[src/rtl/acg_pkg.sv]
package acg_pkg;
  localparam int ACG_CODE_W = 3;

  typedef struct packed {
    logic                  base_alt;
    logic                  wide;
    logic [ACG_CODE_W-1:0] code;
  } acg_cfg_t;

  // A divide code is usable when it divides the ratio evenly and leaves
  // a master clock no slower than the minimum ratio.
  function automatic logic code_valid(input logic [31:0] ratio,
                                      input logic [31:0] code,
                                      input logic [31:0] min_ratio);
    logic [31:0] q;
    q = ratio >> code;
    return (q >= min_ratio) && ((q << code) == ratio);
  endfunction

  function automatic logic mclk_hit(input logic [31:0] pos,
                                    input logic [31:0] code);
    return (pos & ((32'd1 << code) - 32'd1)) == 32'd0;
  endfunction

  // Level of a clock with `edges` level changes spread evenly over `ratio` cycles
  function automatic logic spread_level(input logic [31:0] pos,
                                        input logic [31:0] edges,
                                        input logic [31:0] ratio);
    logic [31:0] idx;
    idx = (pos * edges) / ratio;
    return idx[0];
  endfunction
endpackage

[src/rtl/acg_cfg_shadow.sv]
module acg_cfg_shadow
  import acg_pkg::*;
(
  input  logic     clk,
  input  logic     rst_n,
  input  logic     run,
  input  logic     wrap,
  input  acg_cfg_t cfg_in,
  output acg_cfg_t cfg_q,
  output acg_cfg_t cfg_next
);
  logic load;
  assign load     = !run || wrap;
  assign cfg_next = load ? cfg_in : cfg_q;

  always_ff @(posedge clk or negedge rst_n) begin
    if (!rst_n) cfg_q <= '0;
    else        cfg_q <= cfg_next;
  end
endmodule

[src/rtl/acg_frame_ctr.sv]
module acg_frame_ctr #(
  parameter int RATIO_STD = 512,
  parameter int RATIO_ALT = 384,
  parameter int POS_W     = 9
) (
  input  logic             clk,
  input  logic             rst_n,
  input  logic             run,
  input  logic             base_alt,
  output logic [POS_W-1:0] pos_q,
  output logic [POS_W-1:0] pos_next,
  output logic             wrap
);
  logic [POS_W-1:0] last_pos;
  assign last_pos = base_alt ? POS_W'(RATIO_ALT - 1) : POS_W'(RATIO_STD - 1);
  assign wrap     = run && (pos_q == last_pos);

  always_comb begin
    if (!run || wrap) pos_next = '0;
    else              pos_next = pos_q + POS_W'(1);
  end

  always_ff @(posedge clk or negedge rst_n) begin
    if (!rst_n) pos_q <= '0;
    else        pos_q <= pos_next;
  end
endmodule

[src/rtl/acg_clk_decode.sv]
module acg_clk_decode
  import acg_pkg::*;
#(
  parameter int RATIO_STD = 512,
  parameter int RATIO_ALT = 384,
  parameter int BITS_STD  = 32,
  parameter int BITS_WIDE = 48,
  parameter int MCLK_MIN  = 32,
  parameter int POS_W     = 9
) (
  input  logic             clk,
  input  logic             rst_n,
  input  logic             run,
  input  logic             slave_mode,
  input  logic [POS_W-1:0] pos_next,
  input  acg_cfg_t         cfg_next,
  output logic             mclk_en,
  output logic             bclk,
  output logic             fclk
);
  localparam logic [31:0] EDGES_STD  = 32'(2 * BITS_STD);
  localparam logic [31:0] EDGES_WIDE = 32'(2 * BITS_WIDE);

  logic [31:0] p, edges, code;
  logic        ok_std, ok_alt, code_ok;
  logic        lvl_std, lvl_alt;
  logic        upper;
  logic        mclk_d, bclk_d, fclk_d;

  assign p     = 32'(pos_next);
  assign code  = 32'(cfg_next.code);
  assign edges = cfg_next.wide ? EDGES_WIDE : EDGES_STD;

  // both ratios are evaluated against constants, then selected
  assign ok_std  = code_valid(32'(RATIO_STD), code, 32'(MCLK_MIN));
  assign ok_alt  = code_valid(32'(RATIO_ALT), code, 32'(MCLK_MIN));
  assign lvl_std = spread_level(p, edges, 32'(RATIO_STD));
  assign lvl_alt = spread_level(p, edges, 32'(RATIO_ALT));
  assign code_ok = cfg_next.base_alt ? ok_alt : ok_std;
  assign upper   = cfg_next.base_alt ? (p >= 32'(RATIO_ALT / 2))
                                     : (p >= 32'(RATIO_STD / 2));

  assign mclk_d = run && code_ok && mclk_hit(p, code);
  assign bclk_d = run && !slave_mode && (cfg_next.base_alt ? lvl_alt : lvl_std);
  assign fclk_d = run && !slave_mode && upper;

  always_ff @(posedge clk or negedge rst_n) begin
    if (!rst_n) begin
      mclk_en <= 1'b0;
      bclk    <= 1'b0;
      fclk    <= 1'b0;
    end else begin
      mclk_en <= mclk_d;
      bclk    <= bclk_d;
      fclk    <= fclk_d;
    end
  end
endmodule

[src/rtl/acg_clock_gen.sv]
module acg_clock_gen
  import acg_pkg::*;
#(
  parameter int RATIO_STD = 512,
  parameter int RATIO_ALT = 384,
  parameter int BITS_STD  = 32,
  parameter int BITS_WIDE = 48,
  parameter int MCLK_MIN  = 32
) (
  input  logic                  clk_port,
  input  logic                  rst_n,
  input  logic                  run,
  input  logic                  base_alt,
  input  logic [ACG_CODE_W-1:0] mult_code,
  input  logic                  wide_bclk,
  input  logic                  slave_mode,
  output logic                  mclk_en,
  output logic                  bclk,
  output logic                  fclk
);
  localparam int RATIO_MAX = (RATIO_STD > RATIO_ALT) ? RATIO_STD : RATIO_ALT;
  localparam int POS_W     = $clog2(RATIO_MAX);

  acg_cfg_t         cfg_in, cfg_q, cfg_next;
  logic [POS_W-1:0] pos_q, pos_next;
  logic             frame_wrap;

  // observation points for the checker
  logic             cfg_code_ok;
  logic [POS_W-1:0] half_len;

  assign cfg_in      = '{base_alt: base_alt, wide: wide_bclk, code: mult_code};
  assign cfg_code_ok = cfg_q.base_alt
                     ? code_valid(32'(RATIO_ALT), 32'(cfg_q.code), 32'(MCLK_MIN))
                     : code_valid(32'(RATIO_STD), 32'(cfg_q.code), 32'(MCLK_MIN));
  assign half_len    = cfg_q.base_alt ? POS_W'(RATIO_ALT / 2) : POS_W'(RATIO_STD / 2);

  acg_cfg_shadow u_shadow (
    .clk      (clk_port),
    .rst_n    (rst_n),
    .run      (run),
    .wrap     (frame_wrap),
    .cfg_in   (cfg_in),
    .cfg_q    (cfg_q),
    .cfg_next (cfg_next)
  );

  acg_frame_ctr #(
    .RATIO_STD (RATIO_STD),
    .RATIO_ALT (RATIO_ALT),
    .POS_W     (POS_W)
  ) u_frame (
    .clk      (clk_port),
    .rst_n    (rst_n),
    .run      (run),
    .base_alt (cfg_q.base_alt),
    .pos_q    (pos_q),
    .pos_next (pos_next),
    .wrap     (frame_wrap)
  );

  acg_clk_decode #(
    .RATIO_STD (RATIO_STD),
    .RATIO_ALT (RATIO_ALT),
    .BITS_STD  (BITS_STD),
    .BITS_WIDE (BITS_WIDE),
    .MCLK_MIN  (MCLK_MIN),
    .POS_W     (POS_W)
  ) u_decode (
    .clk        (clk_port),
    .rst_n      (rst_n),
    .run        (run),
    .slave_mode (slave_mode),
    .pos_next   (pos_next),
    .cfg_next   (cfg_next),
    .mclk_en    (mclk_en),
    .bclk       (bclk),
    .fclk       (fclk)
  );
endmodule

[config.mk]
export PLATFORM = sky130hd
export DESIGN_NAME = acg_clock_gen
export DESIGN_NICKNAME = d
export VERILOG_FILES = /design/src/rtl/acg_pkg.sv /design/src/rtl/acg_cfg_shadow.sv /design/src/rtl/acg_frame_ctr.sv /design/src/rtl/acg_clk_decode.sv /design/src/rtl/acg_clock_gen.sv
export SDC_FILE = /design/constraint.sdc
export NUM_CORES = 1
export LEC_CHECK = 0
export BUFFER_PORTS_ARGS = -buffer_cell sky130_fd_sc_hd__buf_2
export CORE_MARGIN = 8
export CORE_UTILIZATION = 60
export CTS_BUF_LIST = sky130_fd_sc_hd__clkbuf_4 sky130_fd_sc_hd__clkbuf_8 sky130_fd_sc_hd__clkbuf_16
export CTS_CLUSTER_DIAMETER = 40
export DETAILED_ROUTE_END_ITERATION = 6
export GPL_TIMING_DRIVEN = 0
export PLACE_DENSITY = 0.86
export SLEW_MARGIN = 20
export SYNTH_ARGS = -nofsm -noshare
export SYNTH_HDL_FRONTEND = slang
export SYNTH_HIERARCHICAL = 1
export SYNTH_SLANG_ARGS = --single-unit
[constraint.sdc]
create_clock -name clk_port -period 8.95 [get_ports clk_port]
set_input_delay 0.895 -clock clk_port [delete_from_list [all_inputs] [get_ports clk_port]]
set_output_delay 0.895 -clock clk_port [all_outputs]
set_load 0.05 [all_outputs]
==> summary.txt <==
STA
  – Unrepaired setup endpoints after global routing: false
  – Clock skew: 0.002059 ns
  – FMAX: 0.1358 GHz
  – Period utilisation layout: 82.26%
  – Setup violators final: 0
  – Final hold violation count: 0
  – Slew margin rel.: 39.16%
  – Worst-margin pin slew: 0.9049 ns
  – Min Tclk post-route: 7.362 ns
  – Sum of negative setup slack: 0 ns
  – Final Max Tran Viols: 0

Layout
  – P&R area growth vs syn: 6.691%
  – Design Area, Final: 0.002614 mm2
  – Antenna Cells: 0
  – Nets: 350
  – Layout cells sized above 1: 14.38%
  – FILL cells: 316

Critical path
  – Worst r2r dst: u_decode/bclk
  – Cell family with most CP delay: simple AND/OR/NAND/NOR gates
  – WP data required: 9.09 ns
  – Reg-to-Reg Start: u_frame/pos_q[0]
  – Reg-to-reg slack, setup: 1.59 ns
  – Critical Path Source Type: flop
  – Worst setup EP type: flop
  – Most used cell, CP: ha_1
  – WS Path Type: reg -> reg
  – Critical path fanouts, max: 10
  – Arrival time worst endpoint: 7.50 ns
  – WP buf/inv: 3
  – Reg2reg path depth: 28
  – Crit-path max cell delay: 0.40 ns
  – Critical-path top delay cell: or3_1
  – CP Launch Point: u_frame/pos_q[0]

Worst hold path
  – Hold EP: u_frame/pos_q[0]
  – Worst hold start: u_frame/pos_q[0]
  – Hold path depth: 1
  – Hold WC Path Type: reg -> reg

Pwr
  – VDD IR max: 0.04629 mV
  – Total power: 0.2032 mW
  – LEAKAGE: 1.244 nW
  – Power Density: 77.74 mW/mm2

Route
  – DRT antenna net count: 0
  – DRC: 0
  – Via-per-instance ratio: 6.388
  – Wire length per cell: 14.95 um
  – First drt pass iteration count: 5
  – Final wirelength: 5322 um
  – Routed vias: 2,274
  – DRT iter0 DRCs: 126

Clock tree
  – Clock buffer depth: 2
  – Worst-skew pair later-pin latency: 0.25 ns
  – Setup Buffers After CTS: 0
  – Root Buffer Master: clkbuf_8
  – Htree depth: 1
  – Number of hold buffers added after CTS: 0
  – CTS Buf Count: 3
  – CTS tree: yes
  – Cts repair resizes: 0
  – Clock Sinks: 17
  – Clk slew on worst S/H paths: 0.07 ns

Die
  – FP Rows: 23
  – Starting Density: 61.69%
  – Die area: 0.006384 mm2
  – Core ar.: 0.003971 mm2
  – Die Y: 79.90 um
  – IO Pins: 12
  – Die width: 79.90 um

Synth
  – Seq/Total Area, Yosys: 17.36%
  – Dominant cell by count in the synthesized netlist: ha_1
  – Mean Syn Cell Area: 8.419 um2
  – Post-synth EDFFs: 0
  – Post-synth ARST share: 100.0%
  – Synth cell types: 73
  – Yosys warns: 6
  – Top_reg_cell synth: dfrtp_1
  – Post-synth top cells: 32 x ha_1, 22 x a21oi_1, 21 x nor2_1
  – Post-synthesis register bit count: 17
  – Largest cells by area after synthesis: dfrtp_1 17%, ha_1 16%, a21oi_1 4.5%
  – Top cell type by total area after synthesis: dfrtp_1
  – Syn_nets: 334
  – Post-Synthesis Cells: 291
  – Synth top area share: 17.36%
  – Mapped cell area: 0.002450 mm2

Global routing
  – GRT Total Usage: 16.59%
  – Number of global-route vias before repair: 2,099
  – GR Overflow Total: 0
  – Initial antenna violation count: 0
  – Largest net degree at the start of global routing: 18
  – First-pass GRT wire length: 9004 um

Placement
  – DP Area: 0.002567 mm2
  – PortBufs: 11
  – Hpwl dp: 4156 um
  – GP Congestion: 0.8991

Run
  – Max-Cap Viols: 0

Status
  – Outcome: finished, final reports clean
layer usage:
metal  vias up  GRT usage (%)  share of wire (%)
met4         0          4.727                1.1
met2        71          27.41                 49
met1      1067          21.91                 46
met5         -              0                  0
li1       1130              -                  -
met3         6          2.027                4.7
power breakdown:
part | total, mW | switching [mW] | internal [mW]
logic | 0.0632 | 0.0391 | 0.0240
registers | 0.0823 | 0.00185 | 0.0804
clock network | 0.0577 | 0.0269 | 0.0309
total | 0.203 | 0.0678 | 0.135
metrics by stage:
step / util (%) / setup slack, ns / hold WS [ns] / std cells
2_1_floorplan: - / 2.326 / 0.4585 / 291
3_3_place_gp: 64.65 / 1.624 / 0.4843 / 352
3_5_place_dp: 64.65 / 1.643 / 0.5002 / 352
4_1_cts: 65.82 / 1.660 / 0.5077 / 356
5_1_grt: 65.82 / 1.072 / 0.5480 / 356
6_report: 65.82 / 1.588 / 0.5052 / 356
cell usage in the layout (no fill, tap or decap), drive strengths merged, types with 5 or more instances in the layout:
master / n
ha: 32
a21oi: 22
nor2: 21
nand2: 21
dfrtp: 17
o21ai: 16
clkbuf: 14
buf: 12
inv: 11
nand3: 10
mux2i: 8
or3: 8
nand2b: 7
xnor2: 7
a211oi: 6
mux2: 6
nor3: 5
a31oi: 5
and2: 5
cell type report:
class | instances | area [um2] | area share [%]
multi-input combinational | 250 | 1918 | 73.38
sequential | 17 | 425.4 | 16.28
buffer | 13 | 62.56 | 2.393
tap | 50 | 62.56 | 2.393
timing repair buffer | 11 | 55.05 | 2.106
inverter | 11 | 43.79 | 1.675
clock buffer | 3 | 41.29 | 1.580
clock inverter | 1 | 5.005 | 0.1915
worst reg2reg max path, delay by kind of cell, from the launching register on:
| kind | cells | cell delay (ns) |
|---|---|---|
| flip-flops | 1 | 0.37 |
| AO/OA/AOI/OAI | 5 | 1.08 |
| adder cells (fa/ha/maj) | 7 | 2.04 |
| AND/OR/NAND/NOR | 11 | 2.59 |
| multiplexers | 2 | 0.62 |
| buffers and inverters | 3 | 0.55 |
flip-flops by register name, summed over array words and instances (netlist names):
name and count:
u_frame/pos_q 9, u_shadow/cfg_q 5, u_decode/bclk 1, u_decode/fclk 1, u_decode/mclk_en 1
kinds of logic (layout without fill, tap and decap cells):
group                      Yosys count  count (layout)  share of synthesized area, %
AOI/OAI and AO/OA                   91              91                         27.27
xor gates and xnor gates            11              11                         4.239
adders and majority gates           34              34                         17.98
buffers and inverters               24              39                         4.341
DFF                                 17              17                         17.36
muxes                               14              14                         6.180
and+or+nand+nor                    100             100                         22.63
worst max-delay path by stage:
stage / to / slack, ns / cells after the start
after floorplan: u_decode/bclk / 2.33 / 28
after global placement: u_decode/bclk / 1.62 / 28
after detailed placement: u_decode/bclk / 1.64 / 28
after CTS: u_decode/bclk / 1.66 / 28
after global routing: u_decode/bclk / 1.07 / 29
final: u_decode/bclk / 1.59 / 28
(Power assumes the default switching activity.)
